--- src/rtl/zd_pkg.sv ---
package zd_pkg;

  typedef enum logic [2:0] {
    ST_EMPTY = 3'd0,
    ST_ONE0  = 3'd1,
    ST_ONE1  = 3'd2,
    ST_H11   = 3'd3,
    ST_H01   = 3'd4,
    ST_H10   = 3'd5,
    ST_H00   = 3'd6
  } zd_state_e;

  localparam int unsigned HIST_W = 2;

  function automatic logic has_hist(zd_state_e s);
    return (s == ST_H11) || (s == ST_H01) || (s == ST_H10) || (s == ST_H00);
  endfunction

  // {older, newer}
  function automatic logic [HIST_W-1:0] hist_bits(zd_state_e s);
    unique case (s)
      ST_H11:  return 2'b11;
      ST_H01:  return 2'b01;
      ST_H10:  return 2'b10;
      default: return 2'b00;
    endcase
  endfunction

  function automatic zd_state_e hist_state(logic [HIST_W-1:0] h);
    unique case (h)
      2'b11:   return ST_H11;
      2'b01:   return ST_H01;
      2'b10:   return ST_H10;
      default: return ST_H00;
    endcase
  endfunction

endpackage

--- src/rtl/zd_next_state.sv ---
module zd_next_state
  import zd_pkg::*;
(
  input  zd_state_e state_i,
  input  logic      valid_i,
  input  logic      data_i,
  output zd_state_e next_o
);

  always_comb begin
    next_o = state_i;
    if (valid_i) begin
      unique case (state_i)
        ST_EMPTY: next_o = data_i ? ST_ONE1 : ST_ONE0;
        ST_ONE0:  next_o = hist_state({1'b0, data_i});
        ST_ONE1:  next_o = hist_state({1'b1, data_i});
        default:  next_o = hist_state({hist_bits(state_i)[0], data_i});
      endcase
    end
  end

endmodule

--- src/rtl/zd_detect.sv ---
module zd_detect
  import zd_pkg::*;
(
  input  zd_state_e state_i,
  input  logic      valid_i,
  input  logic      data_i,
  output logic      detect_o
);

  logic [HIST_W:0] window;
  logic [1:0]      zero_cnt;

  always_comb begin
    window   = {hist_bits(state_i), data_i};
    zero_cnt = 2'(!window[0]) + 2'(!window[1]) + 2'(!window[2]);
    detect_o = valid_i && has_hist(state_i) && (zero_cnt == 2'd2);
  end

endmodule

--- src/rtl/two_zero_detector.sv ---
module two_zero_detector
  import zd_pkg::*;
(
  input  logic clk_i,
  input  logic rst_ni,
  input  logic valid_i,
  input  logic data_i,
  output logic detect_o
);

  zd_state_e state_q, state_d;

  zd_next_state u_next (
    .state_i (state_q),
    .valid_i (valid_i),
    .data_i  (data_i),
    .next_o  (state_d)
  );

  zd_detect u_det (
    .state_i  (state_q),
    .valid_i  (valid_i),
    .data_i   (data_i),
    .detect_o (detect_o)
  );

  always_ff @(posedge clk_i or negedge rst_ni) begin
    if (!rst_ni) state_q <= ST_EMPTY;
    else         state_q <= state_d;
  end

  assert_idle_quiet_R2: assert property (@(posedge clk_i) disable iff (!rst_ni)
    !valid_i |-> !detect_o);

  assert_idle_holds_R5: assert property (@(posedge clk_i) disable iff (!rst_ni)
    !valid_i |=> $stable(state_q));

  assert_no_early_detect_R3: assert property (@(posedge clk_i) disable iff (!rst_ni)
    detect_o |-> has_hist(state_q));

  assert_history_sticky_R4: assert property (@(posedge clk_i) disable iff (!rst_ni)
    has_hist(state_q) |=> has_hist(state_q));

  assert_newest_bit_R4: assert property (@(posedge clk_i) disable iff (!rst_ni)
    (valid_i && state_q != ST_EMPTY) |=> hist_bits(state_q)[0] == $past(data_i));

  assert_ones_no_hit_R4: assert property (@(posedge clk_i) disable iff (!rst_ni)
    (valid_i && state_q == ST_H11) |-> !detect_o);

  assert_zeros_then_one_R4: assert property (@(posedge clk_i) disable iff (!rst_ni)
    (valid_i && state_q == ST_H00 && data_i) |-> detect_o);

endmodule

--- config.mk ---
export PLATFORM = sky130hd
export DESIGN_NAME = two_zero_detector
export DESIGN_NICKNAME = d
export VERILOG_FILES = /design/src/rtl/zd_pkg.sv /design/src/rtl/zd_next_state.sv /design/src/rtl/zd_detect.sv /design/src/rtl/two_zero_detector.sv
export SDC_FILE = /design/constraint.sdc
export NUM_CORES = 1
export LEC_CHECK = 0
export BUFFER_PORTS_ARGS = -buffer_cell sky130_fd_sc_hd__buf_2
export CAP_MARGIN = 20
export CORE_MARGIN = 3
export CORE_UTILIZATION = 24
export CTS_BUF_LIST = sky130_fd_sc_hd__clkbuf_16
export DETAILED_ROUTE_END_ITERATION = 12
export SLEW_MARGIN = 30
export SYNTH_ARGS = -nofsm -noshare
export SYNTH_HDL_FRONTEND = slang
export SYNTH_SLANG_ARGS = --single-unit
--- constraint.sdc ---
create_clock -name clk_i -period 2.75 [get_ports clk_i]
set_input_delay 0.825 -clock clk_i [delete_from_list [all_inputs] [get_ports clk_i]]
set_output_delay 0.825 -clock clk_i [all_outputs]
set_load 0.02 [all_outputs]
==> flow_metrics.env <==
export IMPL_status="finished clean"
export IMPL_max_slew_margin_rel_pct=84.3
export IMPL_crit_start="state_q[1]"
export IMPL_cts_buffers_inserted=3
export IMPL_fmax_mhz=374
export IMPL_rr_endpoint="state_q[1]"
export IMPL_grt_pass1_vias=289
export IMPL_cp_endpoint="detect_o"
export IMPL_hold_ws_ns=0.391
export IMPL_critical_path_arrival_ns=1.85
export IMPL_htreeDepth=1
export IMPL_grt_max_degree=12
export IMPL_rsz0062_at_grt="false"
export IMPL_worst_pin_slew_ns=0.234
export IMPL_drcViolationCount=0
export IMPL_drt_wirelength_per_cell_um=10.8
export IMPL_cp_end_kind="primary output"
export IMPL_start_util_pct=27.9
export IMPL_gp_congestion=0.672
export IMPL_r2r_slack_ns=1.14
export IMPL_reg2regPathDepth=7
export IMPL_cp_required_ns=1.93
export IMPL_finalHoldViolCount=0
export IMPL_core_area_sq_um=1220
export IMPL_r2r_start="state_q[2]"
export IMPL_die_w_um=43.6
export IMPL_setup_viol=0
export IMPL_avgSynthCellArea_sq_um=7.89
export IMPL_grt_pass1_wl_mm=1.34
export IMPL_power_density_nw_per_um2=1290
export IMPL_crit_type="reg2out"
export IMPL_cts_tree="done"
export IMPL_synthTopCellsByArea="dfrtp_1, ha_1, nand2_1, a21oi_1, fa_1"
export IMPL_ant_nets=0
export IMPL_slowest_stage="fa_1"
export IMPL_nNetsFinal=64
export IMPL_nFillCells=123
export IMPL_fin_setup_tns_ns=0
export IMPL_min_path_type="in2async"
export IMPL_drive_gt1_share_pct=33.3
export IMPL_multi_input_area_sq_um=233
export IMPL_maxCapViolations=0
export IMPL_leakage_nw=0.234
export IMPL_grt_use_total_pct=9.81
export IMPL_cp_max_fo=8
export IMPL_synth_warnings=0
export IMPL_diodes=0
export IMPL_yosysUniqueCellTypes=22
export IMPL_die_h_um=43.6
export IMPL_cts_sinks=3
export IMPL_regArea_sq_um=78.8
export IMPL_synth_fp_nets=52
export IMPL_top_register="state_q"
export IMPL_crit_chain="xor2_1 > and2_4 > fa_1 > nand2_1 > nor3_1 > buf_2"
export IMPL_clk_pin_slew_ns=0.03
export IMPL_vias=306
export IMPL_fin_skew_ns=0.000672
export IMPL_crit_family="adder cells"
export IMPL_antenna_found_initial=0
export IMPL_drtPass1Iterations=2
export IMPL_rows=12
export IMPL_yosysSeqAreaShare_pct=22.1
export IMPL_wl_um=735
export IMPL_slowest_delay_ns=0.49
export IMPL_clk_path_buf_depth=2
export IMPL_drv_slew=0
export IMPL_cp_depth=6
export IMPL_largest_registers="state_q: 3 flops"
export IMPL_ys_ff_latch=3
export IMPL_largest_reg_flops=3
export IMPL_cp_start_kind="flip-flop"
export IMPL_power_uw=633
export IMPL_dpl_hpwl_um=487
export IMPL_io_pins=5
export IMPL_vias_per_cell=4.50
export IMPL_drt_iter0_drc=1
export IMPL_post_route_util_pct=40.4
export IMPL_worst_path_buf_inv=1
export IMPL_clock_latency_ns=0.22
export IMPL_synth_top_area_cell="dfrtp_1"
export IMPL_area_growth_pct=45.0
export IMPL_dieArea_sq_um=1900
export IMPL_clock_root_buffer="clkbuf_16"
export IMPL_grt_ovfl_total=0
export IMPL_netlist_area_leader_share_pct=22.1
export IMPL_vdd_ir_drop_max_mv=0.890
export IMPL_syn_inst=43
export IMPL_netlist_area_sq_um=339
export IMPL_period_share_pct=97.3
export IMPL_portBuffers=4
export IMPL_finalCriticalPeriod_ns=2.68
==> per-layer routing <==
layer  vias up  GRT usage, %  wire length (um)
met1       136          11.3               313
met5         -             0                 0
li1        165             -                 -
met3         0          3.73                30
met2         5          15.4               391
met4         0          5.42                 0
==> worst min-delay path by stage <==
stage | startpoint | end | cells past startpoint
5_1_grt | rst_ni | state_q[0] | 1
6_report | rst_ni | state_q[0] | 1
4_1_cts | rst_ni | state_q[0] | 1
2_1_floorplan | rst_ni | state_q[0] | 0
3_5_place_dp | state_q[2] | state_q[2] | 1
3_3_place_gp | state_q[2] | state_q[2] | 1
==> per-stage QoR <==
| step | setup slack (ns) | area (sq um) | std cells |
|---|---|---|---|
| after floorplan | 0.0758 | 339 | 43 |
| after global placement | 0.0959 | 377 | 60 |
| after detailed placement | 0.0765 | 377 | 60 |
| after CTS | 0.00360 | 455 | 64 |
| after global routing | 0.00598 | 492 | 68 |
| final | 0.0730 | 492 | 68 |
==> area by class of cell <==
type / instances / share of cell area, %
inverter: 3 / 2.29
timing repair buffer: 11 / 14.8
clock inverter: 1 / 0.763
multi-input combinational: 33 / 47.3
sequential: 3 / 16.0
tap: 14 / 3.56
clock buffer: 3 / 15.3
==> cells by family (layout without fill, tap and decap cells) <==
kind of cell | Yosys count | after routing | share of synthesized area, %
simple gates | 16 | 16 | 24.0
flops | 3 | 3 | 22.1
fa+ha+maj | 5 | 5 | 20.7
xor+xnor | 2 | 2 | 5.17
compound gates | 10 | 10 | 18.1
buf+inv | 7 | 18 | 9.96
==> layout by cell type, fill, tap and decap left out <==
master and count:
buf_4 7, nand2_1 6, inv_1 4, a21oi_1 4
ha_1 4, buf_2 4, clkbuf_16 3, dfrtp_2 3
nand2b_1 2, xor2_1 2, nor2_1 2, a211oi_1 2
o22ai_1 1, and2_4 1, nor3_1 1, nand3b_1 1
or3b_1 1, nor2b_1 1, o21ai_0 1, o211ai_1 1
nand3_1 1, o31ai_1 1, fa_1 1
==> synth_stat cells <==
cell type  n
nand2_1    6
a21oi_1    4
ha_1       4
buf_2      3
dfrtp_1    3
inv_1      3
a211oi_1   2
nand2b_1   2
nor2_1     2
xor2_1     2
and2_1     1
buf_4      1
fa_1       1
nand3_1    1
nand3b_1   1
nor2b_1    1
nor3_1     1
o211ai_1   1
o21ai_0    1
o22ai_1    1
o31ai_1    1
or3b_1     1
==> power breakdown <==
part           internal [mW]  switching, mW
registers             0.0714         0.0492
clock network          0.187         0.0379
logic                  0.155          0.132
total                  0.414          0.219
==> what timing repair did <==
| item | CTS | global route |
|---|---|---|
| resized for setup | 0 | 4 |
| setup buffers | 0 | 4 |
| hold buffers | 0 | 0 |
| setup endpoints to repair | 0 | 1 |
Power figures use the tool's default switching activity.
